**config.mk**
```make
export PLATFORM = sky130hd
export DESIGN_NAME = synth_prog_loader
export DESIGN_NICKNAME = d
export VERILOG_FILES = /design/src/rtl/synth_prog_loader.sv
export SDC_FILE = /design/constraint.sdc
export NUM_CORES = 1
export LEC_CHECK = 0
export ABC_AREA = 0
export BUFFER_PORTS_ARGS = -buffer_cell sky130_fd_sc_hd__buf_2
export CORE_ASPECT_RATIO = 1.75
export CORE_UTILIZATION = 50
export CTS_CLUSTER_DIAMETER = 100
export DETAILED_ROUTE_END_ITERATION = 10
export PLACE_DENSITY = 0.81
export REMOVE_ABC_BUFFERS = 1
export SLEW_MARGIN = 0
export SYNTH_ARGS = -nofsm -noshare
export SYNTH_HDL_FRONTEND = slang
export SYNTH_SLANG_ARGS = --single-unit
```
**constraint.sdc**
```tcl
create_clock -name clk -period 3.6 [get_ports clk]
set_input_delay 0.36 -clock clk [delete_from_list [all_inputs] [get_ports clk]]
set_output_delay 0.36 -clock clk [all_outputs]
set_load 0.01 [all_outputs]
```
**src/rtl/synth_prog_loader.sv**
```systemverilog
module synth_prog_loader #(
  parameter int REF_W   = 14,
  parameter int SWL_W   = 7,
  parameter int PRG_W   = 11,
  parameter int MIN_DIV = 5
) (
  input  logic             clk,
  input  logic             rst_n,
  input  logic             ser_clk,
  input  logic             ser_dat,
  input  logic             ser_le,
  output logic [REF_W-1:0] a_ref_ratio,
  output logic [1:0]       a_test_sel,
  output logic [SWL_W-1:0] a_swallow,
  output logic [PRG_W-1:0] a_program,
  output logic             a_presc_hi,
  output logic             a_pol_inv,
  output logic             a_mon_sel,
  output logic [REF_W-1:0] b_ref_ratio,
  output logic [1:0]       b_test_sel,
  output logic [SWL_W-1:0] b_swallow,
  output logic [PRG_W-1:0] b_program,
  output logic             b_presc_hi,
  output logic             b_pol_inv,
  output logic             b_mon_sel,
  output logic             cfg_err
);
  localparam int WORD_W = 5 + SWL_W + PRG_W;
  localparam int REF_LO = 4;
  localparam int SWL_LO = 5;
  localparam int PRG_LO = SWL_LO + SWL_W;

  logic [WORD_W-1:0] sr_q;
  logic sclk_q, le_q;

  always_ff @(posedge clk) begin
    sclk_q <= ser_clk;
    le_q   <= ser_le;
  end

  wire shift_en = ser_clk & ~sclk_q;
  wire load_en  = ser_le & ~le_q;

  always_ff @(posedge clk) begin
    if (!rst_n)        sr_q <= '0;
    else if (shift_en) sr_q <= {sr_q[WORD_W-2:0], ser_dat};
  end

  wire             w_chan = sr_q[0];
  wire             w_main = sr_q[1];
  wire [REF_W-1:0] w_ref  = sr_q[REF_LO +: REF_W];
  wire [SWL_W-1:0] w_swl  = sr_q[SWL_LO +: SWL_W];
  wire [PRG_W-1:0] w_prg  = sr_q[PRG_LO +: PRG_W];
  wire ref_ok  = w_ref >= REF_W'(MIN_DIV);
  wire prg_ok  = w_prg >= PRG_W'(MIN_DIV);
  wire word_ok = w_main ? prg_ok : ref_ok;

  logic [1:0][REF_W-1:0] ref_q;
  logic [1:0][1:0]       tst_q;
  logic [1:0][SWL_W-1:0] swl_q;
  logic [1:0][PRG_W-1:0] prg_q;
  logic [1:0][2:0]       mode_q;

  for (genvar c = 0; c < 2; c++) begin : g_chan
    wire hit = load_en && word_ok && (w_chan == 1'(c));
    always_ff @(posedge clk) begin
      if (!rst_n) begin
        ref_q[c]  <= REF_W'(MIN_DIV);
        tst_q[c]  <= '0;
        swl_q[c]  <= '0;
        prg_q[c]  <= PRG_W'(MIN_DIV);
        mode_q[c] <= '0;
      end else if (hit && !w_main) begin
        ref_q[c] <= w_ref;
        tst_q[c] <= sr_q[3:2];
      end else if (hit && w_main) begin
        swl_q[c]  <= w_swl;
        prg_q[c]  <= w_prg;
        mode_q[c] <= sr_q[4:2];
      end
    end
  end

  always_ff @(posedge clk) begin
    if (!rst_n)                   cfg_err <= 1'b0;
    else if (load_en && !word_ok) cfg_err <= 1'b1;
  end

  assign a_ref_ratio = ref_q[0];
  assign a_test_sel  = tst_q[0];
  assign a_swallow   = swl_q[0];
  assign a_program   = prg_q[0];
  assign a_mon_sel   = mode_q[0][0];
  assign a_presc_hi  = mode_q[0][1];
  assign a_pol_inv   = mode_q[0][2];
  assign b_ref_ratio = ref_q[1];
  assign b_test_sel  = tst_q[1];
  assign b_swallow   = swl_q[1];
  assign b_program   = prg_q[1];
  assign b_mon_sel   = mode_q[1][0];
  assign b_presc_hi  = mode_q[1][1];
  assign b_pol_inv   = mode_q[1][2];
endmodule

```
==> results of run 1 <==
## layout make-up
type	instances	area, µm²
fill	631	2808
sequential	100	2002
multi-input combinational	274	1677
timing repair buffer	82	420.4
clock buffer	13	260.3
tap	86	107.6
clock inverter	2	10.01
## metal layers
| layer | vias up | global-route usage [%] |
|---|---|---|
| met5 | - | 0 |
| met1 | 1391 | 25.50 |
| met4 | 0 | 10.16 |
| li1 | 1468 | - |
| met2 | 66 | 35.09 |
| met3 | 16 | 4.280 |
## registers in the layout (all words and copies together), names as in the netlist, 2 cells and up
register / cells
a_program: 11
b_test_sel: 2
a_test_sel: 2
b_swallow: 7
a_ref_ratio: 14
a_swallow: 7
b_ref_ratio: 14
sr_q: 23
b_program: 11
## path summary, 6_finish.rpt
check	from	endpoint	slack (ns)	cells past startpoint
max	sr_q[1]	a_ref_ratio[10]	1.19	4
min	ser_clk	sclk_q	0.16	1
min reg2reg	a_pol_inv	a_pol_inv	0.46	2
max reg2reg	sr_q[1]	a_ref_ratio[10]	1.19	4
## kinds of logic (layout without fill, tap and decap cells)
| kind of cell | count (synthesis) | in the layout | synth area share, % |
|---|---|---|---|
| flip-flops | 100 | 100 | 52.67 |
| AO/OA/AOI/OAI | 44 | 44 | 8.789 |
| AND/OR/NAND/NOR | 167 | 167 | 18.53 |
| multiplexers | 63 | 63 | 16.59 |
| buffers and inverters | 26 | 97 | 3.423 |
## through the flow
stage               setup slack, ns  total power [mW]  utilization [%]  cells
floorplan                     1.200             1.153                -    374
global placement              1.317             1.179            57.75    542
detailed placement            1.206             1.180            57.75    542
CTS                           1.182             2.050            61.46    557
global route                  1.050             2.103            61.46    557
finish                        1.194             2.035            61.46    557
## layout by cell type (no fill, tap or decap), types with 2 or more instances in the layout
cell / instances
o22ai_1: 6
a21boi_0: 23
nand3_1: 9
nor3_1: 2
o21ai_0: 8
nor2_1: 2
buf_2: 78
clkbuf_1: 2
nor2b_1: 14
dfxtp_1: 100
and3_1: 2
clkinv_2: 2
clkbuf_16: 9
clkbuf_8: 2
buf_4: 4
a21oi_2: 2
mux2i_1: 63
nand2b_1: 2
nand2_1: 131
## report_power, final
part | total (mW) | internal [mW] | switching, mW
combinational | 0.0441 | 0.0118 | 0.0323
sequential | 1.11 | 1.11 | 0.00283
clock | 0.879 | 0.500 | 0.378
==> metrics, run 1 <==
die width=67.91 µm; dpl hpwl=5.372 mm; Yosys warnings=0; CTS tree=built; routability cong.=0.8158; PostCTS Resize Cnt=0; setup TNS=0 ns; skew final=0.003035 ns; count leader, synth=nand2_1; class of the worst hold path=primary input to register; Routed Antenna Nets=0; Max-Cap Viols=0; Vias=2,941; DP Area=0.004207 mm²; crit path DAT=2.67 ns; Critical Path RT=3.86 ns; initial antenna violation count=0; DR WL met3=257 µm; CTS Sinks=100; IO Count=80; WL met1=3.308 mm; Seq cells post-synth=100; die area=0.007969 mm²; Total GRT Usage=21.31%; outcome=completed; drt initial violations=180; Post-Layout Inst Area=0.004477 mm²; Nets=472; Final Critical Period=2.406 ns; hold slack=0.1556 ns; startpoint types=register; Distinct cells, synth=28; crit path capture type=register; slowest CP cell=o21ai_4; htree depth=3; Num CTS Buffers=9; root buf cell=clkbuf_16; CTS max path bufs=2; crit-path max cell delay=0.63 ns; Max Clock Freq=415.6 MHz; largest net degree at the start of global routing=128; DR top layer=met4; Cells after Synth=400; leakage=1.936 nW; crit path cell chain=or3b_1, a2111o_1, o21ai_4, mux2i_1; CP Max Fanout=16; largest cells by area after synthesis=dfxtp_1, mux2i_1, nand2_1, a21boi_0, nor2b_1; ant diodes=0; vias in the first global route=2,721; core region area=0.007284 mm²; unrepaired setup endpoints after global routing=no; maximum VDD drop=0.2673 mV; critical path buffer and inverter count=0; Synth Cell Area=0.003801 mm²; wire length on met2=4.226 mm; Post-CTS Setup Inserts=0; Commonest cells post-synth=nand2_1, dfxtp_1, mux2i_1; Top FF cell, synth=dfxtp_1; Final Hold Viols=0; pwr dens=454.5 mW/mm²; fin crit share=66.84%; DRC errors left=0; Chip Height=117.3 µm; sequential-to-total area share from yosys stat=52.67%; # hold bufs at CTS=0; # setup viols final=0; Critical Setup Path Class=register to register; GRT overflow=0; Largest delay share family, worst path=compound AO/OA/AOI/OAI gates; Layout area overhead=17.77%; Buffers on Ports=79; dominant cell type by area after synthesis=dfxtp_1; Max-Slew Margin vs Limit=26.01%; syn_area_per_cell=9.503 µm²; Detailed Routing Iterations Pass 1=4; WL final=7.977 mm; fin. max-slew vios=0; drt via density=5.280; Initial Util=52.18%; row count=41; top-area cell type share of the netlist area=52.67%; async set-or-reset flop fraction in the synthesized netlist=0%; layout cells sized above 1=21.23%; Clock Latency Late Sink=0.33 ns; Worst-Margin Slew=1.110 ns; clk slew on worst S/H paths=0.06 ns; wire per inst=14.32 µm; first-pass GRT wire length=12.85 mm; number of flops mapped to enable cells by yosys=0
No activity file was read; power rests on OpenSTA's default activity.
==> inputs of run 2 (changes only) <==
--- a/config.mk
+++ b/config.mk
@@ -5,13 +5,13 @@
 export SDC_FILE = /design/constraint.sdc
 export NUM_CORES = 1
 export LEC_CHECK = 0
-export ABC_AREA = 0
+export ABC_AREA = 1
 export BUFFER_PORTS_ARGS = -buffer_cell sky130_fd_sc_hd__buf_2
 export CORE_ASPECT_RATIO = 1.75
-export CORE_UTILIZATION = 50
+export CORE_UTILIZATION = 49
 export CTS_CLUSTER_DIAMETER = 100
 export DETAILED_ROUTE_END_ITERATION = 10
-export PLACE_DENSITY = 0.81
+export PLACE_DENSITY = 0.82
 export REMOVE_ABC_BUFFERS = 1
 export SLEW_MARGIN = 0
 export SYNTH_ARGS = -nofsm -noshare
==> constraint.sdc (replaced) <==
create_clock -name clk -period 2.1 [get_ports clk]
set_input_delay 0.21 -clock clk [delete_from_list [all_inputs] [get_ports clk]]
set_output_delay 0.21 -clock clk [all_outputs]
set_load 0.01 [all_outputs]
==> run 2 against run 1 <==
  * Critical endpoint is now b_program[1]
  * Combinational power grew to 8.8 times the previous value
  * Wire length grew 21%
  * Largest cell class unchanged
  * Clock-buffer cell count increased by 2
  * Clock power grew 79%
  * Worst hold slack improved by 0.032 ns
  * Sequential share of layout area decreased by 2.8 points
  * Critical path depth rose by 3
  * Setup slack lost 1.1 ns
  * Final cell count increased by 34%
  * The run now ends with DRC left
==> metrics, run 2 <==
outcome=complete, but fails checks; failing checks=DRC; WL met1=3.949 mm (+19%); DP Area=0.004443 mm² (+5.6%); Post-Layout Inst Area=0.004771 mm² (+6.6%); Num CTS Buffers=9 (unchanged); Synth Cell Area=0.004080 mm² (+7.3%); dominant cell type by area after synthesis=dfxtp_1; wire length on met2=5.014 mm (+19%); Critical Path RT=2.34 ns (-1.52 ns); class of the worst hold path=primary input to register; maximum VDD drop=0.4538 mV (+70%); DR WL met3=375 µm (+46%); placed insts=727 (+34%); Distinct cells, synth=21 (-25%); core region area=0.008016 mm² (+10%); setup TNS=0 ns (unchanged); CTS tree=built; highest-count cells in the layout ignoring fill and taps=nor2_1, nand2_1, dfxtp_1; drt via density=4.886 (-7.5%); first-pass GRT wire length=14.74 mm (+15%); most common cell after layout, fill and taps aside=nor2_1; die width=70.98 µm (+4.5%); Cells after Synth=582 (+46%); Routed Antenna Nets=0 (unchanged); crit-path max cell delay=0.61 ns (-0.02 ns); Chip Height=122.7 µm (+4.6%); crit path from=ser_le; largest cells by area after synthesis=dfxtp_1, nor2_1, nand2_1, inv_1, o21ai_0; layout cells sized above 1=16.89% (-4.3 points); CTS Sinks=100 (unchanged); vias in the first global route=3,166 (+16%); top-area cell type share of the netlist area=49.06% (-3.6 points); Total GRT Usage=21.89% (+0.58 points); clk slew on worst S/H paths=0.06 ns (about the same); Initial Util=50.90% (-1.3 points); Post-CTS Setup Inserts=0 (unchanged); IO Count=80 (unchanged); Setup WS post-layout=0.05566 ns (-1.138 ns); Detailed Routing Iterations Pass 1=10 (+6); Clock Latency Late Sink=0.35 ns (+0.02 ns); FF-to-FF Start=sr_q[6]; Yosys warnings=0 (unchanged); fin cells=747 (+34%); Max-Slew Margin vs Limit=52.20% (+26 points); wire per inst=12.88 µm (-10%); CP Max Fanout=20 (+4); routability cong.=0.8112 (-0.56%); Critical Setup Path Class=primary input to register; largest net degree at the start of global routing=50 (-61%); slowest CP cell=nand4_2; crit path cell chain=dlygate4sd3_1, buf_2, nand2_1, inv_1, nand4_2, nor2_1, nor2_1; most used cell, CP=nor2_1; GRT overflow=0 (unchanged); Power Total=4.005 mW (+97%); crit path DAT=2.28 ns (-0.39 ns); skew final=0.005822 ns (+0.002787 ns); fin. max-slew vios=0 (unchanged); CTS max path bufs=2 (unchanged); drt initial violations=257 (+43%); Final Hold Viols=0 (unchanged); DRC errors left=3 (+3); dpl ws=0.07620 ns (-1.130 ns); initial antenna violation count=0 (unchanged); Layout area overhead=16.93%; Commonest cells post-synth=nor2_1, nand2_1, dfxtp_1; number of flops mapped to enable cells by yosys=0 (unchanged); Top FF cell, synth=dfxtp_1; max reg flops=23 (unchanged); Fillers=709 (+12%); leakage=2.776 nW (+43%); Max Clock Freq=489.2 MHz; dpl hpwl=5.963 mm (+11%); startpoint types=primary input; Worst-Margin Slew=0.7162 ns (-0.3937 ns); Final Critical Period=2.044 ns; root buf cell=clkbuf_16; count leader, synth=nor2_1; PostCTS Resize Cnt=0 (unchanged); async set-or-reset flop fraction in the synthesized netlist=0% (unchanged); ant diodes=0 (unchanged); Nets=657 (+39%); htree depth=3 (unchanged); WL final=9.620 mm (+21%); hold slack=0.1876 ns (+0.03198 ns); Hold Crit Start=ser_dat; pwr dens=839.4 mW/mm² (+85%); largest register by flop count=sr_q; row count=43 (+4.9%); Vias=3,650 (+24%); fin crit share=97.35%; crit path capture type=register; Buffers on Ports=79 (unchanged); Max-Cap Viols=0 (unchanged); syn_area_per_cell=7.011 µm² (-26%); Util after Layout=59.51% (-1.9 points); die area=0.008710 mm² (+9.3%); DR top layer=met4; sequential-to-total area share from yosys stat=49.06% (-3.6 points); # setup viols final=0 (unchanged); Seq cells post-synth=100 (unchanged)
-- run 2: cell count changes in the layout (fill, tap and decap cells not counted), moves of 4 or more --
cell,before,now
o22ai_1,6,0
a21oi_1,0,6
o21ai_0,8,24
nand2_1,131,145
nor2_1,2,173
nand4_1,0,8
a21boi_0,23,0
nor2b_1,14,0
mux2i_1,63,0
inv_1,0,73
nand4_4,0,4
-- run 2: path summary, 6_finish.rpt --
check	to	slack, ns	depth (start not counted)
min reg2reg	b_program[2]	0.47	2
max	b_program[1]	0.06	7
max reg2reg	b_program[1]	0.07	7
min	sr_q[0]	0.19	3
-- run 2: area by class of cell --
type,instances,area (µm²),area share [%]
clock buffers,15,277.8,5.822
clock inverters,1,5.005,0.1049
inverters,74,285.3,5.980
multi-input cells,380,1615,33.86
flip-flops and latches,100,2002,41.96
well taps,90,112.6,2.360
repair buffers,87,473.0,9.913
-- run 2: kinds of logic (layout without fill, tap and decap cells) --
family,Yosys count,after routing,share of synthesized area (%)
flip-flops,100,100,49.06
buffers and inverters,104,177,11.96
AO/OA/AOI/OAI,31,31,3.864
AND/OR/NAND/NOR,347,349,35.11
-- run 2: repair_timing --
action	CTS	global route
hold buffers	2	0
endpoints found under the setup margin	0	12
endpoints found under the hold margin	2	0
-- run 2: power breakdown --
part	internal [mW]	switching (mW)	total [mW]
combinational	0.134	0.252	0.387
clock	0.900	0.669	1.57
sequential	1.98	0.0724	2.05
total	3.01	0.993	4.00
-- run 2: critical path, delay by kind of cell --
| kind | cells | cell delay, ns |
|---|---|---|
| buffers and inverters | 3 | 1.00 |
| AND/OR/NAND/NOR | 4 | 1.07 |
-- run 2: routing by layer --
metal  vias up  global-route usage (%)
li1       1879                       -
met5         -                       0
met1      1660                   24.66
met3        20                   3.941
met4         0                   10.13
met2        91                   39.60
==> inputs of run 3 (changes only) <==
--- a/config.mk
+++ b/config.mk
@@ -6,14 +6,15 @@
 export NUM_CORES = 1
 export LEC_CHECK = 0
 export ABC_AREA = 1
-export BUFFER_PORTS_ARGS = -buffer_cell sky130_fd_sc_hd__buf_2
 export CORE_ASPECT_RATIO = 1.75
-export CORE_UTILIZATION = 49
+export CORE_UTILIZATION = 50
 export CTS_CLUSTER_DIAMETER = 100
 export DETAILED_ROUTE_END_ITERATION = 10
-export PLACE_DENSITY = 0.82
+export DONT_BUFFER_PORTS = 1
+export PLACE_DENSITY = 0.72
 export REMOVE_ABC_BUFFERS = 1
 export SLEW_MARGIN = 0
 export SYNTH_ARGS = -nofsm -noshare
 export SYNTH_HDL_FRONTEND = slang
 export SYNTH_SLANG_ARGS = --single-unit
+export TNS_END_PERCENT = 50
==> constraint.sdc (replaced) <==
create_clock -name clk -period 2.3 [get_ports clk]
set_input_delay 0.23 -clock clk [delete_from_list [all_inputs] [get_ports clk]]
set_output_delay 0.23 -clock clk [all_outputs]
set_load 0.01 [all_outputs]
==> run 3 against run 2 <==
  * The run now ends clean
  * Critical endpoint is now a_program[0]
  * Flip-flop and latch count unchanged
  * Clock skew barely moved
  * Register-to-register slack improved by 0.35 ns
  * Worst hold slack got worse by 0.18 ns
  * Power shrank 3.2%
  * Final cell count shrank 10%
==> metrics, run 3 (synthesis results as in run 2) <==
most common cell after layout, fill and taps aside=nor2_1; root buf cell=clkbuf_16; Detailed Routing Iterations Pass 1=4 (-6); row count=43 (unchanged); dpl hpwl=5.547 mm (-7.0%); GRT overflow=0 (unchanged); Final Critical Period=1.879 ns; Layout area overhead=9.322%; Vias=3,273 (-10%); die width=70.29 µm (-0.98%); crit path from=sr_q[6]; Max-Cap Viols=0 (unchanged); Routed Antenna Nets=0 (unchanged); core region area=0.007909 mm² (-1.3%); DRC errors left=0 (-3); cells on worst reg2reg path=8 (+1); CTS tree=built; largest register by flop count=sr_q; leakage=2.394 nW (-14%); CP Max Fanout=21 (+5.0%); wire per inst=13.36 µm (+3.7%); Clock Latency Late Sink=0.35 ns (about the same); crit path capture type=register; Buffers on Ports=0 (-100%); max reg flops=23 (unchanged); crit path DAT=2.07 ns (-0.21 ns); drt initial violations=255 (-0.78%); Critical Setup Path Class=register to register; maximum VDD drop=0.4622 mV (+1.9%); termination of the worst setup path=a_program[0]; CTS Sinks=100 (unchanged); # setup viols final=0 (unchanged); Max-Slew Margin vs Limit=31.24% (-21 points); Hold Crit Start=rst_n; WL final=8.978 mm (-6.7%); Num CTS Buffers=9 (unchanged); highest-count cells in the layout ignoring fill and taps=nor2_1, nand2_1, dfxtp_1; startpoint types=register; PostCTS Resize Cnt=0 (unchanged); Power Total=3.877 mW (-3.2%); flop-to-flop setup slack=0.42 ns (+0.35 ns); Setup WS post-layout=0.4214 ns (+0.3657 ns); drt via density=4.871 (-0.32%); vias in the first global route=2,971 (-6.2%); outcome=completed; fin cells=672 (-10%); largest net degree at the start of global routing=69 (+38%); clk slew on worst S/H paths=0.07 ns (about the same); Critical Path RT=2.49 ns (+0.15 ns); Post-Layout Inst Area=0.004461 mm² (-6.5%); ant diodes=0 (unchanged); setup TNS=0 ns (unchanged); unrepaired setup endpoints after global routing=no; IO Count=80 (unchanged); DP Area=0.004070 mm² (-8.4%); fin. max-slew vios=0 (unchanged); Total GRT Usage=21.80% (-0.093 points); fin crit share=81.68%; placed insts=651 (-10%); routability cong.=0.7820 (-3.6%); Nets=582 (-11%); pwr dens=869.1 mW/mm² (+3.5%); die area=0.008540 mm² (-2.0%); FF-to-FF Start=sr_q[6]; layout cells sized above 1=6.186% (-11 points); Reg-to-Reg End=a_program[0]; initial antenna violation count=0 (unchanged); Chip Height=121.5 µm (-0.99%); Max Clock Freq=532.3 MHz; CTS max path bufs=2 (unchanged); first-pass GRT wire length=14.48 mm (-1.7%); htree depth=3 (unchanged); dpl ws=0.4616 ns (+0.3854 ns); skew final=0.005753 ns (-0.00006964 ns); Initial Util=51.59% (+0.69 points); Final Hold Viols=0 (unchanged); class of the worst hold path=primary input to register; Worst-Margin Slew=1.028 ns (+0.3118 ns)
==> run 3: cell types whose count changed in the layout (fill, tap and decap cells not counted) <==
cell / before / now
bufinv_16: 0 / 3
dlygate4sd3_1: 2 / 5
nand4_2: 2 / 0
clkbuf_1: 3 / 0
clkbuf_8: 3 / 0
buf_4: 5 / 8
clkinv_2: 1 / 2
buf_2: 79 / 0
clkinvlp_4: 0 / 2
==> run 3: how the worst min path moves through the flow <==
stage                         to  slack (ns)  cells after the start
floorplan                   le_q        0.26                      0
global placement          sclk_q        0.26                      0
detailed placement        sclk_q        0.26                      0
CTS                 b_program[1]       0.002                      2
global route        a_swallow[5]        0.02                      2
finish              a_swallow[5]        0.01                      2
==> run 3: area by class of cell <==
| class | count | area [µm²] |
|---|---|---|
| fill | 761 | 3448 |
| clock buffer | 9 | 225.2 |
| sequential | 100 | 2002 |
| inverter | 74 | 285.3 |
| timing repair buffer | 14 | 130.1 |
| clock inverter | 7 | 115.1 |
| tap | 90 | 112.6 |
| multi-input combinational | 378 | 1590 |
==> run 3: per-stage QoR <==
step | hold slack, ns | util [%]
global route | 0.01521 | 56.40
floorplan | 0.2577 | -
global placement | 0.2579 | 51.46
finish | 0.01105 | 56.40
CTS | 0.001635 | 56.40
detailed placement | 0.2579 | 51.46
==> run 3: worst max-delay path, cell delays in order, from the launching register on <==
cell	delay [ns]
dfxtp_1	0.45
o21ai_0	0.20
nand3_2	0.12
nand2_2	0.07
nand2_4	0.14
nand4_4	0.32
buf_12	0.30
nand2_1	0.07
nand3_1	0.07
==> run 3: repair_timing <==
item                       in CTS  in global routing
buffers inserted                0                  0
setup endpoints to repair       0                  0
hold endpoints to repair       26                  0
hold buffers                    5                  0
==> run 3: power breakdown <==
| part | total (mW) | leakage [nW] | internal, mW | switching, mW |
|---|---|---|---|---|
| clock | 1.72 | 0.161 | 1.06 | 0.657 |
| sequential | 1.90 | 0.814 | 1.80 | 0.0932 |
| combinational | 0.263 | 1.42 | 0.0950 | 0.168 |
==> run 3: per-layer routing <==
| layer | GRT usage, % | vias to the layer above | wire [µm] |
|---|---|---|---|
| met4 | 11.63 | 0 | 262 |
| li1 | - | 1715 | - |
| met2 | 35.77 | 76 | 4446 |
| met5 | 0 | - | 0 |
| met3 | 6.312 | 18 | 545 |
| met1 | 25.41 | 1464 | 3724 |
